--- src/rtl/pagedIoPkg.sv ---
package pagedIoPkg;
  localparam int NUM_PORTS  = 6;
  localparam int PORT_W     = 8;
  localparam int EDGE_BYTES = 3;
  localparam int ADDR_W     = 4;

  typedef enum logic [2:0] {
    SEL_ZERO, SEL_PORT, SEL_PEND, SEL_PAGE, SEL_POL, SEL_EN, SEL_ID
  } rdSel_e;

  typedef struct packed {
    logic [NUM_PORTS-1:0]  portWr;
    logic                  pageWr;
    logic [EDGE_BYTES-1:0] polWr;
    logic [EDGE_BYTES-1:0] enWr;
    logic [EDGE_BYTES-1:0] idWr;
    logic                  rdEn;
    rdSel_e                rdSel;
    logic [2:0]            rdIdx;
  } ioStrobes_t;
endpackage

--- src/rtl/ioCtrl.sv ---
module ioCtrl
  import pagedIoPkg::*;
(
  input  logic [ADDR_W-1:0] busAddr,
  input  logic              busWr,
  input  logic              busRd,
  input  logic [1:0]        curPage,
  output ioStrobes_t        strb
);
  localparam logic [ADDR_W-1:0] PEND_ADDR  = ADDR_W'(NUM_PORTS);
  localparam logic [ADDR_W-1:0] PAGE_ADDR  = ADDR_W'(NUM_PORTS + 1);
  localparam logic [ADDR_W-1:0] PAGED_BASE = ADDR_W'(NUM_PORTS + 2);

  logic isPort;
  logic [ADDR_W-1:0] pagedOff;

  assign pagedOff = busAddr - PAGED_BASE;

  always_comb begin
    strb       = '0;
    strb.rdEn  = busRd;
    strb.rdSel = SEL_ZERO;
    isPort     = 1'b0;
    for (int i = 0; i < NUM_PORTS; i++) begin
      if (busAddr == ADDR_W'(i)) begin
        strb.portWr[i] = busWr;
        isPort = 1'b1;
      end
    end
    if (isPort) begin
      strb.rdSel = SEL_PORT;
      strb.rdIdx = busAddr[2:0];
    end else if (busAddr == PEND_ADDR) begin
      strb.rdSel = SEL_PEND;
    end else if (busAddr == PAGE_ADDR) begin
      strb.pageWr = busWr;
      strb.rdSel  = SEL_PAGE;
    end else begin
      for (int b = 0; b < EDGE_BYTES; b++) begin
        if (busAddr >= PAGED_BASE && pagedOff == ADDR_W'(b)) begin
          strb.rdIdx = 3'(b);
          unique case (curPage)
            2'd1: begin strb.polWr[b] = busWr; strb.rdSel = SEL_POL; end
            2'd2: begin strb.enWr[b]  = busWr; strb.rdSel = SEL_EN;  end
            2'd3: begin strb.idWr[b]  = busWr; strb.rdSel = SEL_ID;  end
            default: ;
          endcase
        end
      end
    end
  end
endmodule

--- src/rtl/ioDatapath.sv ---
module ioDatapath
  import pagedIoPkg::*;
#(
  parameter int SYNC_STAGES = 2,
  localparam int NUM_LINES  = NUM_PORTS * PORT_W,
  localparam int EDGE_LINES = EDGE_BYTES * PORT_W
) (
  input  logic                  clk,
  input  logic                  rstN,
  input  ioStrobes_t            strb,
  input  logic [PORT_W-1:0]     busWrData,
  output logic [PORT_W-1:0]     busRdData,
  input  logic [NUM_LINES-1:0]  pinIn,
  output logic [NUM_LINES-1:0]  pinOe,
  input  logic [EDGE_LINES-1:0] edgeIdSet,
  output logic [EDGE_LINES-1:0] polOut,
  output logic [EDGE_LINES-1:0] enOut,
  output logic [EDGE_LINES-1:0] intIdOut,
  output logic [EDGE_LINES-1:0] edgePins,
  output logic [1:0]            curPage
);
  logic [NUM_PORTS-1:0][PORT_W-1:0]  portLat;
  logic [EDGE_BYTES-1:0][PORT_W-1:0] polReg, enReg, idReg, idSetB;
  logic [PORT_W-1:0]                 pageLock;
  logic [SYNC_STAGES-1:0][NUM_LINES-1:0] syncChain;
  logic [NUM_PORTS-1:0][PORT_W-1:0]  pinSync;
  logic [PORT_W-1:0]                 pendByte;
  logic [PORT_W-1:0]                 rdNext;

  always_ff @(posedge clk) begin
    if (!rstN) syncChain <= '0;
    else       syncChain <= {syncChain[SYNC_STAGES-2:0], pinIn};
  end
  assign pinSync  = syncChain[SYNC_STAGES-1];
  assign edgePins = syncChain[SYNC_STAGES-1][EDGE_LINES-1:0];

  genvar p;
  generate
    for (p = 0; p < NUM_PORTS; p++) begin : gPort
      always_ff @(posedge clk) begin
        if (!rstN)              portLat[p] <= '0;
        else if (strb.portWr[p]) portLat[p] <= busWrData;
      end
    end
    for (p = 0; p < EDGE_BYTES; p++) begin : gEdge
      assign idSetB[p] = edgeIdSet[p*PORT_W +: PORT_W];
      always_ff @(posedge clk) begin
        if (!rstN) begin
          polReg[p] <= '0;
          enReg[p]  <= '0;
          idReg[p]  <= '0;
        end else begin
          if (strb.polWr[p]) polReg[p] <= busWrData;
          if (strb.enWr[p])  enReg[p]  <= busWrData;
          idReg[p] <= (strb.idWr[p] ? busWrData : idReg[p]) | idSetB[p];
        end
      end
    end
  endgenerate

  always_ff @(posedge clk) begin
    if (!rstN)            pageLock <= '0;
    else if (strb.pageWr) pageLock <= busWrData;
  end

  assign curPage  = pageLock[PORT_W-1 -: 2];
  assign pinOe    = portLat;
  assign polOut   = polReg;
  assign enOut    = enReg;
  assign intIdOut = idReg;

  always_comb begin
    pendByte = '0;
    for (int b = 0; b < EDGE_BYTES; b++) pendByte[b] = |idReg[b];
  end

  always_comb begin
    unique case (strb.rdSel)
      SEL_PORT: rdNext = ~pinSync[strb.rdIdx];
      SEL_PEND: rdNext = pendByte;
      SEL_PAGE: rdNext = pageLock;
      SEL_POL:  rdNext = polReg[strb.rdIdx];
      SEL_EN:   rdNext = enReg[strb.rdIdx];
      SEL_ID:   rdNext = idReg[strb.rdIdx];
      default:  rdNext = '0;
    endcase
  end

  always_ff @(posedge clk) begin
    if (!rstN)          busRdData <= '0;
    else if (strb.rdEn) busRdData <= rdNext;
  end
endmodule

--- src/rtl/pagedIoBank.sv ---
module pagedIoBank
  import pagedIoPkg::*;
#(
  parameter int SYNC_STAGES = 2,
  localparam int NUM_LINES  = NUM_PORTS * PORT_W,
  localparam int EDGE_LINES = EDGE_BYTES * PORT_W
) (
  input  logic                  clk,
  input  logic                  rstN,
  input  logic [ADDR_W-1:0]     busAddr,
  input  logic [PORT_W-1:0]     busWrData,
  input  logic                  busWr,
  input  logic                  busRd,
  output logic [PORT_W-1:0]     busRdData,
  input  logic [NUM_LINES-1:0]  pinIn,
  output logic [NUM_LINES-1:0]  pinOe,
  input  logic [EDGE_LINES-1:0] edgeIdSet,
  output logic [EDGE_LINES-1:0] polOut,
  output logic [EDGE_LINES-1:0] enOut,
  output logic [EDGE_LINES-1:0] intIdOut,
  output logic [EDGE_LINES-1:0] edgePins
);
  ioStrobes_t strb;
  logic [1:0] curPage;

  ioCtrl u_ctrl (
    .busAddr(busAddr), .busWr(busWr), .busRd(busRd),
    .curPage(curPage), .strb(strb)
  );

  ioDatapath #(.SYNC_STAGES(SYNC_STAGES)) u_dp (
    .clk(clk), .rstN(rstN), .strb(strb), .busWrData(busWrData),
    .busRdData(busRdData), .pinIn(pinIn), .pinOe(pinOe),
    .edgeIdSet(edgeIdSet), .polOut(polOut), .enOut(enOut),
    .intIdOut(intIdOut), .edgePins(edgePins), .curPage(curPage)
  );
endmodule

--- config.mk ---
export PLATFORM = sky130hd
export DESIGN_NAME = pagedIoBank
export DESIGN_NICKNAME = d
export VERILOG_FILES = /design/src/rtl/pagedIoPkg.sv /design/src/rtl/ioCtrl.sv /design/src/rtl/ioDatapath.sv /design/src/rtl/pagedIoBank.sv
export SDC_FILE = /design/constraint.sdc
export NUM_CORES = 1
export LEC_CHECK = 0
export ABC_AREA = 1
export BUFFER_PORTS_ARGS = -buffer_cell sky130_fd_sc_hd__buf_4
export CORE_MARGIN = 2
export CORE_UTILIZATION = 45
export CTS_BUF_LIST = sky130_fd_sc_hd__clkbuf_4 sky130_fd_sc_hd__clkbuf_8
export CTS_CLUSTER_DIAMETER = 50
export CTS_CLUSTER_SIZE = 8
export DETAILED_ROUTE_END_ITERATION = 12
export HOLD_SLACK_MARGIN = 0.03
export PLACE_DENSITY = 0.68
export SLEW_MARGIN = 40
export SYNTH_ARGS = -nofsm -noshare
export SYNTH_HDL_FRONTEND = slang
export SYNTH_HIERARCHICAL = 1
export SYNTH_SLANG_ARGS = --single-unit
--- constraint.sdc ---
create_clock -name clk -period 1.9 [get_ports clk]
set_input_delay 0 -clock clk [delete_from_list [all_inputs] [get_ports clk]]
set_output_delay 0 -clock clk [all_outputs]
set_load 0.02 [all_outputs]
=== After elaboration in Yosys (flattened, before gate mapping) ===
Index checks and enable logic that the tools add are counted.

* Input port bits: 88
* Bits in registers: 232

* Add/subtract/negate cells: 1
* Muxes and demuxes: 51
* Order comparisons: 3
* Reductions and logical operators: 8
* Bitwise logic cells: 4
* Eq/ne operators: 18

{| class="wikitable"
|+ Operators by type and width
! cell !! number
|-
| two-way mux 8 bit || 7
|-
| binary-select mux 8 bit (select 2 bit) || 3
|-
| case mux 8 bit (6 select lines) || 1
|-
| case mux 3 bit (3 select lines) || 3
|-
| two-way mux 1 bit || 25
|-
| binary-select mux 8 bit (select 3 bit) || 1
|-
| two-way mux 6 bit || 4
|-
| OR 8 bit || 3
|-
| OR reduction 8 bit || 3
|-
| two-way mux 10 bit || 2
|-
| == test 4 x 3 -> 1 bit, second input constant || 4
|-
| == test 4 x 2 -> 1 bit, second input constant || 3
|-
| two-way mux 3 bit || 4
|-
| == test 3 bit, second input constant || 3
|-
| two-way mux 9 bit || 1
|-
| == test 4 x 1 -> 1 bit, second input constant || 2
|-
| zero test 4 bit || 2
|-
| NOT 8 bit || 1
|-
| == test 3 x 2 -> 1 bit, second input constant || 2
|-
| == test 2 bit, second input constant || 2
|-
| greater-or-equal comparator 4 bit, second input constant || 1
|-
| less-than comparator 3 x 4 -> 1 bit, second input constant || 1
|-
| subtractor 4 bit, second input constant || 1
|-
| == test 3 x 1 -> 1 bit, second input constant || 1
|-
| other kinds (3) || 5
|}

=== Longest topological paths before layout ===
Gate-level depths: netlist of run 1.

* Word-level depth: 15
* Gate-level depth with buffers: 17
* Gate-level depth less buffers: 15

=== Hierarchy ===
The synthesis of run 1 kept the hierarchy.

{| class="wikitable"
|+ Modules (own cells, without submodules)
! module !! area each (um^2) !! cells each !! instances
|-
| ioDatapath || 9291.4 || 1323 || 1
|-
| ioCtrl || 236.5 || 53 || 1
|}

=== Worst setup path after synthesis of run 1 ===
No wires, ideal clock.

* Path type: flip-flop to flip-flop
* Start: register u_dp.pageLock[6]
* End: register u_dp.idReg, in the netlist u_dp/intIdOut[12]
* Period minus slack after synthesis: 1630 ps
* Stages on the path, launching flop included: 8
* Setup time: 115 ps
* Data arrival time: 1514 ps
* Slack: 270 ps
* Cells stage by stage: dfxtp_1 > buf_4 > nand3_1 > nor2_1 > clkbuf_1 > mux2_2 > o21ai_0 > inv_1

{| class="wikitable"
|+ RTL lines
! what !! line !! RTL
|-
| start: declaration || ioDatapath.sv:24 || <nowiki>logic [PORT_W-1:0] pageLock;</nowiki>
|-
| start signal: assignment || ioDatapath.sv:63 || <nowiki>else if (strb.pageWr) pageLock <= busWrData;</nowiki>
|-
| end signal: indexed assignment || ioDatapath.sv:55 || <nowiki>idReg[p] <= (strb.idWr[p] ? busWrData : idReg[p]) | idSetB[p];</nowiki>
|-
| end: declaration || ioDatapath.sv:23 || <nowiki>logic [EDGE_BYTES-1:0][PORT_W-1:0] polReg, enReg, idReg, idSetB;</nowiki>
|}

==> flow_summary.json, run 1 <==
{
  "post-route-min-period_ns": 1.77,
  "ant_nets": 0,
  "finished_layout_cell_area_um2": 12900,
  "syn_area_per_cell_um2": 6.92,
  "worstHoldPathType": "input pin to flip-flop",
  "final_hold_viol_count": 0,
  "post-route-period-util": 0.933,
  "maximum_frequency_from_static_timing_analysis_ghz": 0.564,
  "area.growth.synth_to_final_pct": 35.8,
  "library_cell_with_the_highest_instance_count_after_synthesis": "sky130_fd_sc_hd__nand2_1",
  "clock_sink_count": 232,
  "power_density_nw_per_um2": 772,
  "tritoncts": "done",
  "dpl-instance-area_um2": 11500,
  "critical_path_buf_inv_count": 2,
  "crit_path_max_fanout": 8,
  "vias": 9386,
  "cellLeakagePower_nw": 6.94,
  "fin_setup_tns_ns": 0,
  "slew_viol_final": 0,
  "initial_core_util": 0.456,
  "overflow": 0,
  "clock_tree.buffer_depth": 3,
  "cts-root-buf": "sky130_fd_sc_hd__clkbuf_8",
  "dr.pass1.iters": 6,
  "seq_area_frac_synth": 0.487,
  "final-setup-viol-count": 0,
  "worst_vdd_rail_ir_drop_mv": 0.484,
  "yosys-top-cells-count": "sky130_fd_sc_hd__nand2_1 (377), sky130_fd_sc_hd__dfxtp_1 (232), sky130_fd_sc_hd__inv_1 (207), sky130_fd_sc_hd__nor2_1 (206), sky130_fd_sc_hd__o21ai_0 (141)",
  "synthDistinctLibCells": 23,
  "critPathTopFamily": "simple AND/OR/NAND/NOR gates",
  "worst_pin_slew_ns": 0.531,
  "chipHeight_um": 150,
  "syn_area_um2": 9530,
  "dp_hpwl_mm": 19.7,
  "synth-edff-count": 0,
  "worst_path_largest_cell_delay_ns": 0.37,
  "boundaryPins": 240,
  "final_layout_size_suffix_gt1_frac": 0.204,
  "synth.ff_latch_count": 232,
  "drt_iter0_markers": 782,
  "cts.repair_timing.setup_buffer_count": 0,
  "multi_input_area_um2": 3640,
  "clk_latency_ns": 0.53,
  "core_area_um2": 20900,
  "tritoncts.num_buffers": 35,
  "startpoint_type": "flip-flop",
  "rows": 53,
  "status": "complete, no violations",
  "port_buffers": 239,
  "grt_max_degree": 87,
  "routed_via_density": 4.78,
  "post-route-util": 0.620,
  "filler_cell_count": 1899,
  "hold-worst-slack_ns": 0.0832,
  "crit_path_cell_trace": "inv_1 > nor2_1 > nand3_1 > nand3_1 > inv_2 > nor3_4 > nand2_1 > nand2_1 > nor2_1 > nand2_1 > nand2_1 > a21oi_1",
  "worstSetupPathType": "flip-flop to flip-flop",
  "postSynthCellCount": 1376,
  "htree_num_levels": 2,
  "postSynth.asyncResetShare": 0,
  "timing.critical_path.arrival_ns": 2.22,
  "mappedNetlistNets": 1464,
  "vias_in_the_first_global_route": 8744,
  "fin_worst_skew_ns": 0.0169,
  "synth_top_cells_by_area": "sky130_fd_sc_hd__dfxtp_1 (49%), sky130_fd_sc_hd__nand2_1 (15%), sky130_fd_sc_hd__inv_1 (8.2%)",
  "number_of_inserted_diodes": 0,
  "synth_flop_cell": "sky130_fd_sc_hd__dfxtp_1",
  "timing.critical_path.to_type": "flip-flop",
  "critical_path_required_ns": 2.35,
  "post-route-drc-count": 0,
  "final_net_count": 1772,
  "path_clk_slew_ns": 0.06,
  "die_area_um2": 22400,
  "ys_warn_count": 6,
  "antenna_found_initial": 0,
  "layout.area.seq_um2": 4650,
  "global_routing_usage_summed_across_all_routing_layers": 0.255,
  "average_wire_per_cell_in_the_routed_design_um": 14.9,
  "synth.largest_area_cell": "sky130_fd_sc_hd__dfxtp_1",
  "synth.top_cell.area_share": 0.487,
  "wl_mm": 29.2,
  "max_slew_margin": 0.646,
  "timing.critical_path.slowest_stage_cell": "sky130_fd_sc_hd__dfxtp_2",
  "grt_first_pass_wirelength_mm": 44.9,
  "die_span_x_um": 150,
  "max-cap-violations": 0,
  "critical_path.most_common_cell": "sky130_fd_sc_hd__nand2_1",
  "gp_congestion": 0.908
}
through the flow:
step	total power, W	std cells	worst slack (ns)
6_report	0.0100	1964	0.128
3_3_place_gp	0.00633	1831	0.160
2_1_floorplan	0.00586	1376	0.270
3_5_place_dp	0.00634	1831	0.0783
5_1_grt	0.0104	1964	-0.0225
4_1_cts	0.0101	1964	0.0326
cells by family (layout without fill, tap and decap cells):
group	after synthesis	in the layout	synth area share
AND/OR/NAND/NOR	647	647	0.267
buffers and inverters	301	614	0.134
flip-flops	232	232	0.487
AO/OA/AOI/OAI	184	184	0.0980
multiplexers	12	12	0.0142
what timing repair did:
action / CTS / global route
setup endpoints to repair: 0 / 17
endpoints found under the hold margin: 184 / 0
gates resized for setup: 0 / 9
hold buffers: 91 / 0
worst register-to-register path, stage by stage (launching register included):
cell and delay (ns):
sky130_fd_sc_hd__dfxtp_2 0.37, sky130_fd_sc_hd__inv_1 0.06, sky130_fd_sc_hd__nor2_1 0.14, sky130_fd_sc_hd__nand3_1 0.10, sky130_fd_sc_hd__nand3_1 0.15, sky130_fd_sc_hd__inv_2 0.10
sky130_fd_sc_hd__nor3_4 0.31, sky130_fd_sc_hd__nand2_1 0.14, sky130_fd_sc_hd__nand2_1 0.08, sky130_fd_sc_hd__nor2_1 0.04, sky130_fd_sc_hd__nand2_1 0.06, sky130_fd_sc_hd__nand2_1 0.04
sky130_fd_sc_hd__a21oi_1 0.11
metal layers:
metal  track usage  routed length (µm)  vias up
met4        0.0829                 754        0
met1         0.326               12500     4234
met2         0.432               13900      349
met5             0                   0        -
met3        0.0482                2050       58
li1              -                   -     4745
registers in the layout, summed over array words and instances, names as in the netlist:
name and flops:
u_dp/intIdOut 24, u_dp/busRdData 8, u_dp/pinOe 48, u_dp/syncChain 48, u_dp/enOut 24, u_dp/polOut 24, u_dp/pageLock 8, u_dp/pinSync 48
cell type report:
cell class | instances | share of cell area
sequential | 232 | 0.359
multi-input combinational | 843 | 0.281
timing repair buffer | 357 | 0.228
inverter | 215 | 0.0624
clock buffer | 39 | 0.0410
tap | 275 | 0.0266
clock inverter | 3 | 0.00164
cells in the final DEF (no fill, tap or decap), types with 37 or more instances in the layout:
cell / synthesis / routed
sky130_fd_sc_hd__nand2_1: 377 / 376
sky130_fd_sc_hd__nor2_1: 206 / 204
sky130_fd_sc_hd__dlygate4sd3_1: 0 / 91
sky130_fd_sc_hd__clkbuf_8: 0 / 38
sky130_fd_sc_hd__a21oi_1: 37 / 37
sky130_fd_sc_hd__inv_1: 207 / 207
sky130_fd_sc_hd__buf_4: 29 / 261
sky130_fd_sc_hd__nand3_1: 52 / 51
sky130_fd_sc_hd__dfxtp_1: 232 / 230
sky130_fd_sc_hd__o21ai_0: 141 / 139
final timing paths:
path	slack (ns)	startpoint	cells after the start	end
worst max-delay path	0.13	u_dp/pageLock[7]	12	u_dp/busRdData[2]
worst min-delay path	0.08	busAddr[3]	6	u_dp/pageLock[2]
worst max register to register	0.13	u_dp/pageLock[7]	12	u_dp/busRdData[2]
worst min register to register	0.41	u_dp/syncChain[1]	2	u_dp/pinSync[1]
report_power, final:
part / leakage, nW / switching, W / internal [W] / total, W
Sequential: 1.90 / 0.0000973 / 0.00504 / 0.00514
Clock: 0.286 / 0.00178 / 0.00181 / 0.00358
Combinational: 4.76 / 0.000720 / 0.000558 / 0.00128
Total: 6.94 / 0.00259 / 0.00740 / 0.0100
(Power assumes the default switching activity.)
==> run 2, diff against run 1 <==
--- a/config.mk
+++ b/config.mk
@@ -5,7 +5,7 @@
 export SDC_FILE = /design/constraint.sdc
 export NUM_CORES = 1
 export LEC_CHECK = 0
-export ABC_AREA = 1
+export ABC_AREA = 0
 export BUFFER_PORTS_ARGS = -buffer_cell sky130_fd_sc_hd__buf_4
 export CORE_MARGIN = 2
 export CORE_UTILIZATION = 45
==> flow_summary.json, run 2 <==
{
  "tritoncts.num_buffers": 35,
  "critical_path_required_ns": 2.35,
  "most_crowded_layer_after_global_routing": "met2",
  "cellLeakagePower_nw": 5.24,
  "grt_use_met3": 0.0560,
  "number_of_inserted_diodes": 0,
  "post-route-drc-count": 0,
  "fin_worst_skew_ns": 0.0178,
  "seq_area_frac_synth": 0.492,
  "status": "complete, no violations",
  "worst_vdd_rail_ir_drop_mv": 0.556,
  "max-cap-violations": 0,
  "filler_cell_count": 1655,
  "core_area_um2": 20400,
  "fin_setup_tns_ns": 0,
  "cts-root-buf": "sky130_fd_sc_hd__clkbuf_8",
  "dp_hpwl_mm": 19.3,
  "synth-edff-count": 0,
  "post-route-min-period_ns": 1.85,
  "worstHoldPathType": "input pin to flip-flop",
  "postSynth.asyncResetShare": 0,
  "hold-worst-slack_ns": 0.170,
  "met1_usage": 0.320,
  "area.growth.synth_to_final_pct": 38.7,
  "timing.critical_path.arrival_ns": 2.29,
  "rows": 52,
  "worstSetupPathType": "flip-flop to flip-flop",
  "vias_in_the_first_global_route": 7504,
  "die_area_um2": 22200,
  "maximum_frequency_from_static_timing_analysis_ghz": 0.542,
  "die_span_x_um": 149,
  "library_cell_with_the_highest_instance_count_after_synthesis": "sky130_fd_sc_hd__dfxtp_1",
  "post-route-period-util": 0.972,
  "yosys-top-cells-count": "sky130_fd_sc_hd__dfxtp_1 (232), sky130_fd_sc_hd__mux2i_1 (136), sky130_fd_sc_hd__nor2b_1 (119), sky130_fd_sc_hd__and2_1 (98), sky130_fd_sc_hd__clkbuf_1 (58)",
  "mostFrequentLayoutCells": "sky130_fd_sc_hd__buf_4 (290), sky130_fd_sc_hd__dfxtp_1 (230), sky130_fd_sc_hd__mux2i_1 (136), sky130_fd_sc_hd__nor2b_1 (117), sky130_fd_sc_hd__and2_1 (98)",
  "final-setup-viol-count": 0,
  "port_buffers": 239,
  "timing.critical_path.slowest_stage_cell": "sky130_fd_sc_hd__or3b_4",
  "grt_max_degree": 61,
  "max_slew_margin": 0.617,
  "grt_first_pass_wirelength_mm": 42.2,
  "tritoncts": "done",
  "startpoint_type": "flip-flop",
  "clock_tree.buffer_depth": 3,
  "htree_num_levels": 2,
  "routed_via_density": 5.09,
  "final_layout_size_suffix_gt1_frac": 0.323,
  "path_clk_slew_ns": 0.06,
  "crit_path_max_fanout": 8,
  "syn_area_per_cell_um2": 10.5,
  "worst_pin_slew_ns": 0.574,
  "timing.critical_path.to_type": "flip-flop",
  "final_cell_count_no_fill": 1493,
  "synth.largest_area_cell": "sky130_fd_sc_hd__dfxtp_1",
  "overflow": 0,
  "totalPowerFinal_w": 0.00984,
  "mappedNetlistNets": 986,
  "boundaryPins": 240,
  "clk_latency_ns": 0.52,
  "slew_viol_final": 0,
  "ys_warn_count": 6,
  "worst_path_largest_cell_delay_ns": 0.46,
  "average_wire_per_cell_in_the_routed_design_um": 18.9,
  "antenna_found_initial": 0,
  "drt_iter0_markers": 444,
  "dr.pass1.iters": 5,
  "final_common_cell": "sky130_fd_sc_hd__buf_4",
  "wl_mm": 28.2,
  "met2_usage": 0.421,
  "synth.top_cell.area_share": 0.492,
  "final_hold_viol_count": 0,
  "crit_path_cell_trace": "nor2b_4 > nand2_2 > a21oi_4 > or3b_4 > a221oi_1 > o21ai_0 > a31oi_1",
  "synth_top_cells_by_area": "sky130_fd_sc_hd__dfxtp_1 (49%), sky130_fd_sc_hd__mux2i_1 (14%), sky130_fd_sc_hd__nor2b_1 (7.9%)",
  "initial_core_util": 0.462,
  "global_routing_usage_summed_across_all_routing_layers": 0.248,
  "postSynthCellCount": 898,
  "dp.cells": 1364,
  "vias": 7598,
  "chipHeight_um": 149,
  "power_density_nw_per_um2": 751,
  "syn_area_um2": 9440,
  "synth.ff_latch_count": 232,
  "final_net_count": 1306,
  "gp_congestion": 0.917,
  "synth_flop_cell": "sky130_fd_sc_hd__dfxtp_1",
  "clock_sink_count": 232,
  "synthDistinctLibCells": 47,
  "ant_nets": 0
}
[run 2: cell types whose count changed in the layout (fill, tap and decap cells not counted), moves of 117 or more]
cell / previous run / this run
sky130_fd_sc_hd__nor2_1: 204 / 17
sky130_fd_sc_hd__nor2b_1: 0 / 117
sky130_fd_sc_hd__inv_1: 207 / 3
sky130_fd_sc_hd__nand2_1: 376 / 11
sky130_fd_sc_hd__mux2i_1: 0 / 136
sky130_fd_sc_hd__o21ai_0: 139 / 10
[run 2: report_power, final]
group | internal, W | total, W | switching [W] | leakage (nW)
logic | 0.000615 | 0.00116 | 0.000541 | 3.05
registers | 0.00502 | 0.00510 | 0.0000877 | 1.90
clock network | 0.00184 | 0.00357 | 0.00174 | 0.291
total | 0.00747 | 0.00984 | 0.00237 | 5.24
[run 2: path summary, 6_finish.rpt]
check                      from                end  slack (ns)  depth (start not counted)
min                  busAddr[3]     u_dp/pinOe[10]        0.17                          5
min reg2reg  u_dp/syncChain[38]   u_dp/pinSync[38]        0.41                          1
max reg2reg    u_dp/pageLock[7]  u_dp/busRdData[6]        0.05                          7
max            u_dp/pageLock[7]  u_dp/busRdData[6]        0.05                          7
[run 2: timing repair]
| action | in CTS | in global routing |
|---|---|---|
| pin swaps | 1 | 2 |
| hold buffers | 84 | 0 |
| hold endpoints to repair | 184 | 0 |
| setup endpoints to repair | 8 | 8 |
| buffers inserted | 0 | 2 |
| gates cloned | 0 | 1 |
| resized for setup | 10 | 17 |
[run 2: cell families (layout without fill, tap and decap cells)]
family | Yosys count | after routing | synth area share
buffers and inverters | 102 | 427 | 0.0542
muxes | 171 | 171 | 0.189
AOI/OAI and AO/OA | 103 | 103 | 0.0795
DFF | 232 | 232 | 0.492
and+or+nand+nor | 290 | 290 | 0.186
[run 2: stage by stage]
step | util | setup slack [ns] | area, µm²
after floorplan | - | 0.00475 | 9450
after global placement | 0.566 | -0.0908 | 11600
after detailed placement | 0.566 | -0.153 | 11600
after CTS | 0.637 | 0.00468 | 13000
after global routing | 0.641 | -0.0175 | 13100
final | 0.641 | 0.0538 | 13100
[run 2: area by class of cell]
type / count / area [µm²] / area share
repair buffers: 382 / 3150 / 0.240
flip-flops and latches: 232 / 4650 / 0.355
multi-input cells: 564 / 4400 / 0.336
well taps: 270 / 338 / 0.0258
inverters: 3 / 11.3 / 0.000860
clock buffers: 41 / 546 / 0.0417
clock inverters: 1 / 5.00 / 0.000382
[run 2: metal layers]
metal  wire, µm  part of all wire  vias up
met5          0                 0        -
met4        521             0.018        0
met3       1970             0.070       41
met2      13600              0.48      280
met1      12100              0.43     3619
li1           -                 -     3658
[run 2: worst max-delay path: cells and delay by family (launching register included)]
| kind | cells | cell delay, ns |
|---|---|---|
| and+or+nand+nor | 3 | 0.72 |
| DFF | 1 | 0.37 |
| AOI/OAI and AO/OA | 4 | 0.68 |
==> run 3, diff against run 2 <==
==> constraint.sdc (replaced) <==
create_clock -name clk -period 2.3 [get_ports clk]
set_input_delay 0 -clock clk [delete_from_list [all_inputs] [get_ports clk]]
set_output_delay 0 -clock clk [all_outputs]
set_load 0.02 [all_outputs]
==> flow_summary.json, run 3 (synthesis gave the netlist of run 2 again) <==
{
  "die_area_um2": 22200,
  "fin_worst_skew_ns": 0.0197,
  "chipHeight_um": 149,
  "reg2reg_to": "u_dp/intIdOut[8]",
  "worst_pin_slew_ns": 0.585,
  "overflow": 0,
  "worstHoldPathType": "input pin to flip-flop",
  "post-route-drc-count": 0,
  "grt_max_degree": 127,
  "vias_in_the_first_global_route": 7693,
  "switching_share": 0.247,
  "final_layout_size_suffix_gt1_frac": 0.293,
  "finished_layout_cell_area_um2": 12900,
  "grt_first_pass_wirelength_mm": 43.3,
  "filler_cell_count": 1723,
  "maximum_frequency_from_static_timing_analysis_ghz": 0.453,
  "hold_path_startpoint": "rstN",
  "area.growth.synth_to_final_pct": 36.5,
  "core_area_um2": 20400,
  "cellInternalPower_w": 0.00605,
  "gp_congestion": 0.921,
  "slew_viol_final": 0,
  "tritoncts.num_buffers": 35,
  "timing.critical_path.to_type": "flip-flop",
  "final_common_cell": "sky130_fd_sc_hd__buf_4",
  "post-route-min-period_ns": 2.21,
  "cts-root-buf": "sky130_fd_sc_hd__clkbuf_8",
  "max_slew_margin": 0.610,
  "number_of_inserted_diodes": 0,
  "critical_path_required_ns": 2.70,
  "antenna_found_initial": 0,
  "die_span_x_um": 149,
  "startpoint_type": "flip-flop",
  "path_clk_slew_ns": 0.06,
  "totalPowerFinal_w": 0.00804,
  "routed_via_density": 5.08,
  "htree_num_levels": 2,
  "p_sw_w": 0.00198,
  "dp_hpwl_mm": 19.4,
  "worst_r2r_path_depth": 6,
  "cellLeakagePower_nw": 5.12,
  "global_routing_usage_summed_across_all_routing_layers": 0.254,
  "ant_nets": 0,
  "max-cap-violations": 0,
  "crit_path_max_fanout": 8,
  "clk_latency_ns": 0.52,
  "timing.hold.worst_path_depth": 3,
  "initial_core_util": 0.462,
  "worst_vdd_rail_ir_drop_mv": 0.445,
  "status": "complete, no violations",
  "boundaryPins": 240,
  "dpl-instance-area_um2": 11400,
  "worstSetupPathType": "flip-flop to flip-flop",
  "p_comb_frac": 0.117,
  "clock_tree.buffer_depth": 3,
  "multi_input_area_um2": 4320,
  "wl_mm": 28.8,
  "final-setup-viol-count": 0,
  "final_net_count": 1293,
  "final_hold_viol_count": 0,
  "fin_setup_tns_ns": 0,
  "rows": 52,
  "dr.pass1.iters": 5,
  "power_density_nw_per_um2": 623,
  "vias": 7517,
  "p_clk_frac": 0.358,
  "worstReg2RegStart": "u_dp/pageLock[7]",
  "clock_sink_count": 232,
  "regToRegSetupSlack_ns": 0.09,
  "mostFrequentLayoutCells": "sky130_fd_sc_hd__buf_4 (268), sky130_fd_sc_hd__dfxtp_1 (231), sky130_fd_sc_hd__mux2i_1 (136), sky130_fd_sc_hd__nor2b_1 (119)",
  "hold-path-endpoint": "u_dp/polOut[22]",
  "average_wire_per_cell_in_the_routed_design_um": 19.5,
  "drt_iter0_markers": 374,
  "layout.area.seq_um2": 4650,
  "tritoncts": "done",
  "seq_power_share": 0.525,
  "timing.critical_path.arrival_ns": 2.61,
  "post-route-period-util": 0.959,
  "port_buffers": 239
}
==> run 3: cell types whose count changed in the layout (fill, tap and decap cells not counted), moves of 3 or more <==
cell	before	now
sky130_fd_sc_hd__dlygate4sd3_1	84	98
sky130_fd_sc_hd__clkbuf_8	38	35
sky130_fd_sc_hd__buf_4	290	268
sky130_fd_sc_hd__clkinvlp_4	0	3
sky130_fd_sc_hd__a221oi_1	2	7
sky130_fd_sc_hd__a221oi_2	6	1
==> run 3: worst max-delay path: stages, from the launching register on <==
cell and delay (ns):
sky130_fd_sc_hd__dfxtp_1 0.41, sky130_fd_sc_hd__nand3_1 0.19, sky130_fd_sc_hd__nor2_1 0.21, sky130_fd_sc_hd__buf_4 0.21, sky130_fd_sc_hd__mux2_2 0.35, sky130_fd_sc_hd__o21a_1 0.16
sky130_fd_sc_hd__dlygate4sd3_1 0.56
==> run 3: repair_timing <==
item | CTS | global route
setup buffers | 0 | 0
hold buffers | 98 | 0
gates resized for setup | 0 | 5
endpoints found under the hold margin | 184 | 0
endpoints found under the setup margin | 0 | 20
==> run 3: per-stage QoR <==
step	instances	hold WS, ns	setup slack, ns	utilization
floorplan	898	0.122	0.380	-
global placement	1340	0.206	0.114	0.556
detailed placement	1340	0.207	0.0748	0.556
CTS	1480	0.0366	0.0565	0.630
global route	1480	0.0500	-0.0340	0.631
finish	1480	0.0312	0.0934	0.631
==> run 3: worst max path at each step <==
stage                                 from                 to  slack (ns)  cells past startpoint
final                     u_dp/pageLock[7]   u_dp/intIdOut[8]        0.09                      6
after global routing      u_dp/pageLock[7]  u_dp/busRdData[0]       -0.03                      8
after CTS                 u_dp/pageLock[7]  u_dp/busRdData[3]        0.06                      8
after detailed placement  u_dp/pageLock[7]  u_dp/busRdData[0]        0.07                      7
after global placement    u_dp/pageLock[7]  u_dp/busRdData[0]        0.11                      7
after floorplan           u_dp/pageLock[7]  u_dp/busRdData[6]        0.38                      9
==> run 3: final cells by class <==
cell class,instances,share of cell area
multi-input combinational,564,0.335
tap,270,0.0262
clock inverter,5,0.00252
inverter,3,0.000873
timing repair buffer,369,0.237
sequential,232,0.360
clock buffer,37,0.0385
==> run 3: power by group through the flow <==
stage                     sequential, W  combinational [W]  clock (W)
after detailed placement        0.00431           0.000782          0
after CTS                       0.00422           0.000921    0.00294
after global routing            0.00423           0.000997    0.00311
after global placement          0.00431           0.000777          0
final                           0.00422           0.000937    0.00288
after floorplan                 0.00433           0.000408          0
==> run 3: metal layers <==
layer  share of wire  global-route usage  routed length, µm
met4           0.027              0.0900                771
met2            0.49               0.440              14100
met5               0                   0                  0
met1            0.43               0.322              12500
met3           0.053              0.0385               1520
